<file path="src/rtl/blk64_pkg.sv">
package blk64_pkg;
  localparam int BLK_BYTES = 64;
  localparam int IDX_W = $clog2(BLK_BYTES);

  typedef struct packed {
    logic             capture;  // latch aligned base address
    logic             issue;    // read stage active this cycle
    logic             dirFlush; // 1: RAM to memory, 0: memory to RAM
    logic [IDX_W-1:0] idx;      // byte index of the read stage
  } ctlStrb_t;
endpackage

</file>
<file path="src/rtl/blk64_ctrl.sv">
module blk64_ctrl
  import blk64_pkg::*;
(
  input  logic     clk,
  input  logic     rstN,
  input  logic     startFetch,
  input  logic     startFlush,
  input  logic     addrOk,
  input  logic     statWr,
  output ctlStrb_t ctl,
  output logic     busy,
  output logic     irqPulse,
  output logic     irqFlag,
  output logic     notify
);
  typedef enum logic [2:0] {S_IDLE, S_PRE, S_RUN, S_DRAIN, S_DONE} state_t;
  localparam logic [IDX_W-1:0] LAST_IDX = IDX_W'(BLK_BYTES - 1);

  state_t           state;
  logic [IDX_W-1:0] cnt;
  logic             dirFlush;
  logic             accept;

  assign accept = (state == S_IDLE) && (startFetch || startFlush) && addrOk;

  always_ff @(posedge clk) begin
    if (!rstN) begin
      state    <= S_IDLE;
      cnt      <= '0;
      dirFlush <= 1'b0;
    end else begin
      unique case (state)
        S_IDLE: if (accept) begin
          dirFlush <= !startFetch;
          cnt      <= '0;
          state    <= startFetch ? S_RUN : S_PRE;
        end
        S_PRE: state <= S_RUN;
        S_RUN: begin
          cnt <= cnt + 1'b1;
          if (cnt == LAST_IDX) state <= S_DRAIN;
        end
        S_DRAIN: state <= S_DONE;
        S_DONE:  state <= S_IDLE;
        default: state <= S_IDLE;
      endcase
    end
  end

  always_ff @(posedge clk) begin
    if (!rstN)         irqFlag <= 1'b0;
    else if (irqPulse) irqFlag <= 1'b1;
    else if (statWr)   irqFlag <= 1'b0;
  end

  always_comb begin
    ctl.capture  = accept;
    ctl.issue    = (state == S_RUN);
    ctl.dirFlush = dirFlush;
    ctl.idx      = cnt;
  end

  assign busy     = (state != S_IDLE);
  assign irqPulse = (state == S_DONE);
  assign notify   = (state == S_PRE) || ((state == S_DONE) && !dirFlush);
endmodule

</file>
<file path="src/rtl/blk64_dpath.sv">
module blk64_dpath
  import blk64_pkg::*;
#(
  parameter int                ADDR_W   = 32,
  parameter logic [ADDR_W-1:0] MEM_SIZE = ADDR_W'(32'h0080_0000)
) (
  input  logic              clk,
  input  logic              rstN,
  input  ctlStrb_t          ctl,
  input  logic              addrWr,
  input  logic [ADDR_W-1:0] addrWrData,
  output logic              addrOk,
  output logic [ADDR_W-1:0] memAddr,
  output logic              memRdEn,
  input  logic [7:0]        memRdData,
  output logic              memWrEn,
  output logic [7:0]        memWrData,
  output logic [IDX_W-1:0]  ramAddr,
  output logic              ramRdEn,
  input  logic [7:0]        ramRdData,
  output logic              ramWrEn,
  output logic [7:0]        ramWrData
);
  localparam logic [ADDR_W-1:0] ALIGN_MASK = ~ADDR_W'(7);
  localparam logic [ADDR_W-1:0] LANE_SWZ   = ADDR_W'(3);

  logic [ADDR_W-1:0] addrReg, base, pos, wrPos;
  logic              posNeg, wrNeg, wrValid;
  logic [IDX_W-1:0]  wrIdx;

  always_ff @(posedge clk) begin
    if (!rstN) begin
      addrReg <= '0;
      base    <= '0;
    end else begin
      if (addrWr)      addrReg <= addrWrData;
      if (ctl.capture) base    <= addrReg & ALIGN_MASK;
    end
  end

  assign addrOk = !($signed(addrReg) > $signed(MEM_SIZE));
  assign pos    = base + ADDR_W'(ctl.idx);
  assign posNeg = pos[ADDR_W-1];

  always_ff @(posedge clk) begin
    if (!rstN) begin
      wrValid <= 1'b0;
      wrIdx   <= '0;
      wrPos   <= '0;
      wrNeg   <= 1'b0;
    end else begin
      wrValid <= ctl.issue;
      wrIdx   <= ctl.idx;
      wrPos   <= pos;
      wrNeg   <= posNeg;
    end
  end

  always_comb begin
    memRdEn   = ctl.issue && !ctl.dirFlush && !posNeg;
    ramRdEn   = ctl.issue && ctl.dirFlush;
    memAddr   = (ctl.dirFlush ? wrPos : pos) ^ LANE_SWZ;
    ramAddr   = ctl.dirFlush ? ctl.idx : wrIdx;
    ramWrEn   = wrValid && !ctl.dirFlush;
    ramWrData = wrNeg ? 8'h00 : memRdData;
    memWrEn   = wrValid && ctl.dirFlush && !wrNeg;
    memWrData = ramRdData;
  end
endmodule

</file>
<file path="src/rtl/blk64_dma.sv">
module blk64_dma
  import blk64_pkg::*;
#(
  parameter int                ADDR_W   = 32,
  parameter logic [ADDR_W-1:0] MEM_SIZE = ADDR_W'(32'h0080_0000)
) (
  input  logic              clk,
  input  logic              rstN,
  input  logic              addrWr,
  input  logic [ADDR_W-1:0] addrWrData,
  input  logic              startFetch,
  input  logic              startFlush,
  input  logic              statWr,
  output logic [ADDR_W-1:0] memAddr,
  output logic              memRdEn,
  input  logic [7:0]        memRdData,
  output logic              memWrEn,
  output logic [7:0]        memWrData,
  output logic [IDX_W-1:0]  ramAddr,
  output logic              ramRdEn,
  input  logic [7:0]        ramRdData,
  output logic              ramWrEn,
  output logic [7:0]        ramWrData,
  output logic              busy,
  output logic              irqFlag,
  output logic              irqPulse,
  output logic              notify
);
  ctlStrb_t ctl;
  logic     addrOk;

  blk64_ctrl u_ctrl (
    .clk(clk), .rstN(rstN), .startFetch(startFetch), .startFlush(startFlush),
    .addrOk(addrOk), .statWr(statWr), .ctl(ctl), .busy(busy),
    .irqPulse(irqPulse), .irqFlag(irqFlag), .notify(notify)
  );

  blk64_dpath #(.ADDR_W(ADDR_W), .MEM_SIZE(MEM_SIZE)) u_dpath (
    .clk(clk), .rstN(rstN), .ctl(ctl), .addrWr(addrWr), .addrWrData(addrWrData),
    .addrOk(addrOk), .memAddr(memAddr), .memRdEn(memRdEn), .memRdData(memRdData),
    .memWrEn(memWrEn), .memWrData(memWrData), .ramAddr(ramAddr), .ramRdEn(ramRdEn),
    .ramRdData(ramRdData), .ramWrEn(ramWrEn), .ramWrData(ramWrData)
  );
endmodule

</file>
<file path="config.mk">
export PLATFORM = sky130hd
export DESIGN_NAME = blk64_dma
export DESIGN_NICKNAME = d
export VERILOG_FILES = /design/src/rtl/blk64_pkg.sv /design/src/rtl/blk64_ctrl.sv /design/src/rtl/blk64_dpath.sv /design/src/rtl/blk64_dma.sv
export SDC_FILE = /design/constraint.sdc
export NUM_CORES = 1
export LEC_CHECK = 0
export BUFFER_PORTS_ARGS = -buffer_cell sky130_fd_sc_hd__buf_2
export CAP_MARGIN = 20
export CORE_ASPECT_RATIO = 1.2
export CORE_MARGIN = 1
export CORE_UTILIZATION = 56
export CTS_BUF_LIST = sky130_fd_sc_hd__clkbuf_8
export DETAILED_ROUTE_END_ITERATION = 6
export PLACE_DENSITY = 0.79
export SYNTH_ARGS = -nofsm -noshare
export SYNTH_HDL_FRONTEND = slang
export SYNTH_SLANG_ARGS = --single-unit
</file>
<file path="constraint.sdc">
create_clock -name clk -period 2.85 [get_ports clk]
set_input_delay 0.57 -clock clk [delete_from_list [all_inputs] [get_ports clk]]
set_output_delay 0.57 -clock clk [all_outputs]
set_load 0.03 [all_outputs]
</file>
# --- After elaboration in Yosys (flattened, before gate mapping) ---
# Cells that the tools add are included.
classes:
  n_addsub: 2
  order_cmp: 1
  n_eq_ne: 7
  muxes: 11
  bitwise: 1
  n_reduce_logical: 23
ops:
  columns: ["op", "count"]
  rows:
  - ["$add A32 B6 Y32", 1]
  - ["$gt A32 B25 Y1 const B", 1]
  - ["$mux W32", 1]
  - ["$mux W6", 2]
  - ["$pmux W3 S4", 1]
  - ["$pmux W6 S2", 1]
  - ["$logic_and A1 B1 Y1", 9]
  - ["$mux W8", 1]
  - ["$add A6 B1 Y6 const B", 1]
  - ["$eq A3 B2 Y1 const B", 2]
  - ["$eq A6 B6 Y1 const B", 1]
  - ["$mux W3", 2]
  - ["$reduce_and A2 Y1", 3]
  - ["$logic_not A1 Y1", 5]
  - ["$reduce_bool A2 Y1", 2]
  - ["$eq A3 B1 Y1 const B", 1]
  - ["$eq A3 B3 Y1 const B", 1]
  - ["$logic_not A3 Y1", 1]
  - ["$reduce_bool A3 Y1", 1]
  - ["$logic_or A1 B1 Y1", 2]
  - ["$mux W1", 2]
  - ["$mux W2", 1]
  - ["$ne A2 B1 Y1 const B", 1]
  - ["$ne A2 B2 Y1 const B", 1]
  - ["$not A2 Y2", 1]
word_totals:
  reg_bits: 112
  in_bits: 54
  out_inout_bits: 62
  elab_cells: 55

# --- Logic depth before layout (Yosys ltp) ---
# Gate-level depths: netlist (run 1).
logic_depth:
  depth_word: 5
  ltp_mapped: 8
  depth_no_buf: 7

# --- Cells and area by module ---
# From an unflattened synthesis (run 1), not the netlist that was laid out.
hier_totals:
  hier_cells: 540
  area_unflattened_um2: 5037.3
by_module_without_submodules:
  columns: ["mod", "instances", "cells_per_inst", "area_per_inst_um2", "seq_area_each_um2"]
  rows:
  - ["blk64_dpath", 1, 474, 4449.3, 1941.9]
  - ["blk64_ctrl", 1, 66, 588.1, 220.2]

# --- Least setup slack after synthesis (run 1) ---
# OpenSTA, ideal clock, no wires.
synth_path:
  path_kind: "reg-to-output"
  from: "register u_ctrl.cnt[3]"
  to: "output memRdEn"
  t_arrival_ns: 2.273
  required_ns: 2.280
  slack_ns: 0.007
  path_stages_with_launch: 8
  path_buffers: 0
  path_cell_list: "dfxtp_1 > ha_1 > fa_1 > a21oi_1 > nor2_1 > nand4_1 > xor2_1 > nor3b_1"
synth_between:
  elab_chain_cells: 3
synth_rtl:
  columns: ["item", "line", "text"]
  rows:
  - ["start, declared", "blk64_ctrl.sv:20", "logic [IDX_W-1:0] cnt;"]
  - ["start signal, assigned", "blk64_ctrl.sv:40", "cnt <= cnt + 1'b1;"]
  - ["$add A32 B6 Y32", "blk64_dpath.sv:42", "assign pos = base + ADDR_W'(ctl.idx);"]
  - ["$logic_not A1 Y1", "blk64_dpath.sv:60", "memRdEn = ctl.issue && !ctl.dirFlush && !posNeg;"]
  - ["$logic_and A1 B1 Y1", "blk64_dpath.sv:60", null]
  - ["end, declared", "blk64_dma.sv:15", "output logic memRdEn,"]
# Every way passes these cells.

# --- Worst setup path in the final report (run 1) ---
layout_path:
  from: "register u_ctrl.cnt[4]"
  to: "output memAddr[31]"
layout_between:
  elab_chain_cells: 2
layout_rtl:
  columns: ["item", "line", "text"]
  rows:
  - ["$add A32 B6 Y32", "blk64_dpath.sv:42", null]
  - ["$mux W32", "blk64_dpath.sv:62", "memAddr = (ctl.dirFlush ? wrPos : pos) ^ LANE_SWZ;"]
  - ["end, declared", "blk64_dma.sv:14", "output logic [ADDR_W-1:0] memAddr,"]
# Every way passes these cells.

==> results of run 1 <==
[worst paths after layout]
check | depth (start not counted) | startpoint | end | slack [ns]
worst max-delay path | 9 | u_ctrl.cnt[4]$_SDFFE_PN0P_ | memAddr[31] | -0.09
worst min-delay path | 3 | addrWrData[19] | u_dpath.addrReg[19]$_SDFFE_PN0P_ | 0.43
worst max register to register | 6 | u_dpath.addrReg[24]$_SDFFE_PN0P_ | u_dpath.base[10]$_SDFFE_PN0P_ | 0.62
worst min register to register | 2 | u_dpath.addrReg[24]$_SDFFE_PN0P_ | u_dpath.base[24]$_SDFFE_PN0P_ | 0.49
[cells by family (layout without fill, tap and decap cells)]
family	count (synthesis)	count (layout)	synth area share [%]
AO/OA/AOI/OAI	28	28	3.54
multiplexers	98	98	20.1
buffers and inverters	54	153	5.00
flip-flops	108	108	42.5
adder cells (fa/ha/maj)	5	5	1.38
XOR/XNOR	24	24	4.13
AND/OR/NAND/NOR	236	237	23.4
[sequential cells by signal, summed over array words and instances (netlist names)]
register	count
u_ctrl.cnt	6
u_ctrl.dirFlush	1
u_ctrl.irqFlag	1
u_ctrl.state	3
u_dpath.addrReg	32
u_dpath.base	29
u_dpath.wrIdx	6
u_dpath.wrNeg	1
u_dpath.wrPos	28
u_dpath.wrValid	1
[cell type report]
cell class,instances,area (µm²),share of cell area [%]
clock buffers,10,138,2.16
repair buffers,128,882,13.9
inverters,9,33.8,0.530
clock inverters,6,86.3,1.36
flip-flops and latches,108,2190,34.4
well taps,117,146,2.30
multi-input cells,392,2890,45.4
[metrics by stage]
| stage | utilization [%] | setup slack, ns | total power [mW] | area, µm² | TNS [ns] |
|---|---|---|---|---|---|
| 4_1_cts | 71.1 | -0.0727 | 3.19 | 6190 | -0.473 |
| 6_report | 73.2 | -0.0942 | 3.19 | 6370 | -0.367 |
| 2_1_floorplan | - | 0.00662 | 2.03 | 5080 | 0 |
| 3_3_place_gp | 64.8 | -0.148 | 2.13 | 5640 | -0.922 |
| 3_5_place_dp | 64.8 | -0.209 | 2.14 | 5640 | -1.59 |
| 5_1_grt | 73.2 | -0.172 | 3.32 | 6370 | -1.28 |
[power breakdown]
part | internal (mW) | switching (mW) | total, mW
clock network | 0.519 | 0.513 | 1.03
logic | 0.227 | 0.291 | 0.518
registers | 1.57 | 0.0693 | 1.64
total | 2.32 | 0.873 | 3.19
[per-layer routing]
| layer | global-route usage [%] | vias up | routed length [µm] |
|---|---|---|---|
| li1 | - | 2058 | - |
| met3 | 4.19 | 22 | 639 |
| met2 | 44.6 | 138 | 6180 |
| met5 | 0 | - | 0 |
| met4 | 8.96 | 0 | 257 |
| met1 | 32.3 | 2018 | 5180 |
[layout by cell type (no fill, tap or decap), types with 3 or more instances in the layout]
cell	n
nor4_1	7
ha_4	3
clkbuf_8	10
a21oi_1	3
nand4_1	12
a31oi_1	6
and3_1	8
xnor2_2	6
dfxtp_2	12
or3_1	3
buf_2	73
inv_1	9
mux2_4	5
dfxtp_4	3
o21ai_0	8
nand3_2	6
nand3_1	11
buf_6	21
and2_1	32
buf_4	32
nor2b_1	14
dfxtp_1	93
mux2i_1	67
and4_1	4
nor2_1	46
mux2_2	26
nand2_1	71
xnor2_1	14
nand2b_1	6
[cell usage after synthesis (all sizes together), types with 2 or more instances]
cell    instances
a21o            2
mux2i          67
nor2b          14
o31a            2
xnor2          20
nand4          13
mux2           31
buf            19
xor2            4
inv             9
or3             3
and3           10
nor4            8
nor2           47
a21oi           4
and2           33
o21ai           8
a31oi           6
nand4b          2
nor3            2
and4            4
nand3          18
nand2b          6
nor3b           2
clkbuf         26
nand2          72
ha              4
dfxtp         108
[critical path, stage by stage, from the launching register on]
cell and delay [ns]:
dfxtp_2 0.35, buf_4 0.14, fa_2 0.42, a21oi_4 0.27
nor2_4 0.11, nand4_1 0.16, xor2_2 0.09, buf_4 0.15
mux2i_1 0.15, buf_4 0.19
[timing repair]
| action | 4_1_cts | 5_1_grt |
|---|---|---|
| setup buffers | 6 | 7 |
| gates resized for setup | 71 | 33 |
| pin swaps | 9 | 20 |
| cloned | 1 | 0 |
| endpoints found under the setup margin | 23 | 27 |
| hold buffers | 0 | 0 |
==> flow_metrics.env, run 1 <==
export IMPL_crit_type="reg -> out"
export IMPL_diodes=0
export IMPL_drv_slew=0
export IMPL_hold_ws_ns=0.434
export IMPL_ys_types=42
export IMPL_violations="negative setup slack"
export IMPL_die_y_um=106
export IMPL_worst_slew_pin_slew_ns=0.958
export IMPL_initial_utilization_pct=58.4
export IMPL_arrival_ns=2.37
export IMPL_drive_gt1_share_pct=34.0
export IMPL_ys_ff_latch=108
export IMPL_clk_pin_slew_ns=0.10
export IMPL_grt_pass1_wl_mm=19.1
export IMPL_max_cap_viol_count=0
export IMPL_tritoncts="yes"
export IMPL_synth_avg_cell_area_um2=9.19
export IMPL_status="finished, violations left"
export IMPL_wl_per_cell_um=15.9
export IMPL_fin_crit_sh_pct=103
export IMPL_gp_congestion=0.783
export IMPL_io_pins=116
export IMPL_first_pass_iters=4
export IMPL_fmax_mhz=340
export IMPL_start_kind="flop"
export IMPL_viasPerCell=5.50
export IMPL_clock_path_buffers=2
export IMPL_endpoint_kind="primary output"
export IMPL_num_vias=4236
export IMPL_postSynthCellCount=553
export IMPL_grt_max_degree=44
export IMPL_htree_levels=3
export IMPL_initialDrtViolationCount=208
export IMPL_synth_area_leaders="dfxtp_1, mux2i_1, mux2_2"
export IMPL_p_leak_nw=2.81
export IMPL_clock_sinks=108
export IMPL_antenna_left=0
export IMPL_dp_cells=740
export IMPL_path_max_fanout=6
export IMPL_antenna_found_initial=0
export IMPL_clk_latency_ns=0.37
export IMPL_synth_top_area_share_pct=42.5
export IMPL_drc=0
export IMPL_synth_warnings=0
export IMPL_maxSlewHeadroom_pct=36.1
export IMPL_overflow=0
export IMPL_fp_dieW_um=89.0
export IMPL_n_fill_cell=632
export IMPL_syn_nets=612
export IMPL_wl_mm=12.3
export IMPL_area_growth_pct=25.3
export IMPL_hold_path_class="in -> reg"
export IMPL_fin_crit_ns=2.94
export IMPL_fin_skew_ns=0.0125
export IMPL_async_flop_share_pct=0
export IMPL_fp_dieArea_mm2=0.00946
export IMPL_ir_drop_mv=0.281
export IMPL_grt_pass1_vias=4068
export IMPL_final_cell_count_no_fill=770
export IMPL_row_count=37
export IMPL_nets=707
export IMPL_yosysTopAreaCell="dfxtp_1"
export IMPL_rsz0062_at_grt="yes"
export IMPL_synth_edf_count=0
export IMPL_dp_hpwl_mm=7.88
export IMPL_core_mm2=0.00870
export IMPL_fin_ws_ns=-0.0942
export IMPL_finalSetupViolCount=9
export IMPL_worstPathRequired_ns=2.28
export IMPL_yosysSeqAreaShare_pct=42.5
export IMPL_hold_viol_final=0
export IMPL_syn_area_mm2=0.00508
export IMPL_cts_root_buf="clkbuf_8"
export IMPL_grt_use_total_pct=25.9
export IMPL_ys_flop_type="dfxtp_1"
export IMPL_port_buffers=99
export IMPL_cts_made_buffers=9
export IMPL_cellPowerDensity_mw_per_mm2=501
Power figures use the tool's default switching activity.
==> inputs of run 2 (changes only) <==
CORE_MARGIN = 5   (was 1)
HOLD_SLACK_MARGIN = 0.05   (was not set)
MAX_ROUTING_LAYER = met4   (was not set)
==> flow_metrics.env, run 2 (same netlist as run 1, synthesis figures left out) <==
export IMPL_drc=0
export IMPL_cts_root_buf="clkbuf_8"
export IMPL_die_y_um=114
export IMPL_port_buffers=99
export IMPL_dp_hpwl_mm=8.35
export IMPL_arrival_ns=2.36
export IMPL_grt_max_degree=77
export IMPL_mostFrequentLayoutCell="dfxtp_1"
export IMPL_cts_hold_buf=0
export IMPL_gp_congestion=0.871
export IMPL_worstPathRequired_ns=2.28
export IMPL_fin_crit_ns=2.93
export IMPL_start_kind="flop"
export IMPL_first_pass_iters=4
export IMPL_cts_made_buffers=9
export IMPL_fin_crit_sh_pct=103
export IMPL_place_ws_ns=-0.141
export IMPL_fp_dieArea_mm2=0.0111
export IMPL_worst_slew_pin_slew_ns=0.966
export IMPL_status="finished, violations left"
export IMPL_swShare_pct=28.5
export IMPL_grt_use_total_pct=22.6
export IMPL_hold_viol_final=0
export IMPL_endpoint_kind="primary output"
export IMPL_io_pins=116
export IMPL_crit_start="u_dpath.base[3]$_SDFFE_PN0P_"
export IMPL_p_int_mw=2.14
export IMPL_fin_skew_ns=0.0124
export IMPL_cp_num_cells=8
export IMPL_drive_gt1_share_pct=33.9
export IMPL_timing_rr_start="u_dpath.addrReg[24]$_SDFFE_PN0P_"
export IMPL_slowest_delay_ns=0.42
export IMPL_hold_depth=3
export IMPL_regMostFlops="u_dpath.addrReg"
export IMPL_fmax_mhz=341
export IMPL_share_comb_of_total_power_pct=17.0
export IMPL_clock_path_buffers=2
export IMPL_max_cap_viol_count=0
export IMPL_wl_mm=12.7
export IMPL_viasPerCell=5.53
export IMPL_wl_per_cell_um=16.5
export IMPL_antenna_found_initial=0
export IMPL_initial_utilization_pct=56.9
export IMPL_overflow=0
export IMPL_area_growth_pct=23.6
export IMPL_worstHoldStart="addrWrData[7]"
export IMPL_slowest_stage="fa_2"
export IMPL_reg2reg_depth=6
export IMPL_crit_buf_inv=2
export IMPL_path_delay_family="adder cells"
export IMPL_path_max_fanout=6
export IMPL_maxSlewHeadroom_pct=35.6
export IMPL_clock_sinks=108
export IMPL_crit_path_cell_trace="ha_4 > fa_2 > a21oi_4 > buf_6 > nor2_4 > xor2_2 > mux2_4 > buf_6"
export IMPL_cellPowerDensity_mw_per_mm2=477
export IMPL_antenna_left=0
export IMPL_n_fill_cell=652
export IMPL_p_sw_uw=855
export IMPL_pwr_share_seq_pct=54.5
export IMPL_nets=709
export IMPL_initialDrtViolationCount=265
export IMPL_p_total_mw=3.00
export IMPL_final_area_mm2=0.00628
export IMPL_violations="negative setup slack"
export IMPL_fin_ws_ns=-0.0792
export IMPL_num_vias=4284
export IMPL_largest_register_ff_count=32
export IMPL_tritoncts="yes"
export IMPL_clk_latency_ns=0.38
export IMPL_grt_pass1_vias=4125
export IMPL_ir_drop_mv=0.265
export IMPL_layout_common_cells="dfxtp_1, buf_2, nand2_1"
export IMPL_fp_dieW_um=97.0
export IMPL_grt_pass1_wl_mm=19.8
export IMPL_drv_slew=0
export IMPL_diodes=0
export IMPL_core_mm2=0.00894
export IMPL_p_leak_nw=2.82
export IMPL_utilization_pct=70.3
export IMPL_dpl_instance_area_mm2=0.00564
export IMPL_finalSetupViolCount=16
export IMPL_htree_levels=3
export IMPL_hold_path_class="in -> reg"
export IMPL_cp_common_cell="buf_6"
export IMPL_clock_power_share_pct=28.4
export IMPL_reg_top3="u_dpath.addrReg (32), u_dpath.base (29), u_dpath.wrPos (28)"
export IMPL_hold_ws_ns=0.418
export IMPL_rsz0062_at_grt="yes"
export IMPL_crit_type="reg -> out"
export IMPL_clk_pin_slew_ns=0.10
export IMPL_row_count=38
run 2: final cells by class:
cell class                      instances  area (µm²)  share of cell area (%)
Inverter                                9        33.8                   0.538
Clock inverter                          4        17.5                   0.279
Tap cell                              120         150                    2.39
Multi-Input combinational cell        392        2890                    45.9
Clock buffer                           11         151                    2.41
Sequential cell                       108        2200                    35.0
Timing Repair Buffer                  130         843                    13.4
run 2: final timing paths:
path | to | slack, ns
max | memAddr[9] | -0.08
min | u_dpath.addrReg[7]$_SDFFE_PN0P_ | 0.42
max reg2reg | u_dpath.base[4]$_SDFFE_PN0P_ | 0.72
min reg2reg | u_dpath.base[5]$_SDFFE_PN0P_ | 0.48
run 2: power groups by stage:
stage	logic, mW	clock network [mW]	registers [mW]
2_1_floorplan	0.384	0	1.64
3_3_place_gp	0.464	0	1.67
3_5_place_dp	0.473	0	1.67
4_1_cts	0.492	0.857	1.63
5_1_grt	0.552	0.923	1.64
6_report	0.511	0.852	1.63
run 2: timing repair:
item,in CTS,in global routing
hold endpoints to repair,0,0
endpoints found under the setup margin,26,27
pin swaps,8,25
buffers inserted,9,6
gates cloned,2,0
gates resized for setup,47,58
run 2: metrics by stage:
stage | instances | TNS [ns]
floorplan | 553 | 0
global placement | 742 | -0.568
detailed placement | 742 | -1.21
CTS | 768 | -0.140
global route | 774 | -2.44
finish | 774 | -0.453
run 2: routing by layer:
metal / track usage (%) / up-vias / share of wire (%)
met1: 25.4 / 2050 / 41
li1: - / 2067 / -
met4: 8.90 / 0 / 3.5
met3: 5.00 / 36 / 4.7
met5: - / - / 0
met2: 39.4 / 131 / 51
run 2: worst min-delay path: stages:
cell     delay (ns)
buf_2          0.08
mux2i_1        0.05
nor2_1         0.07
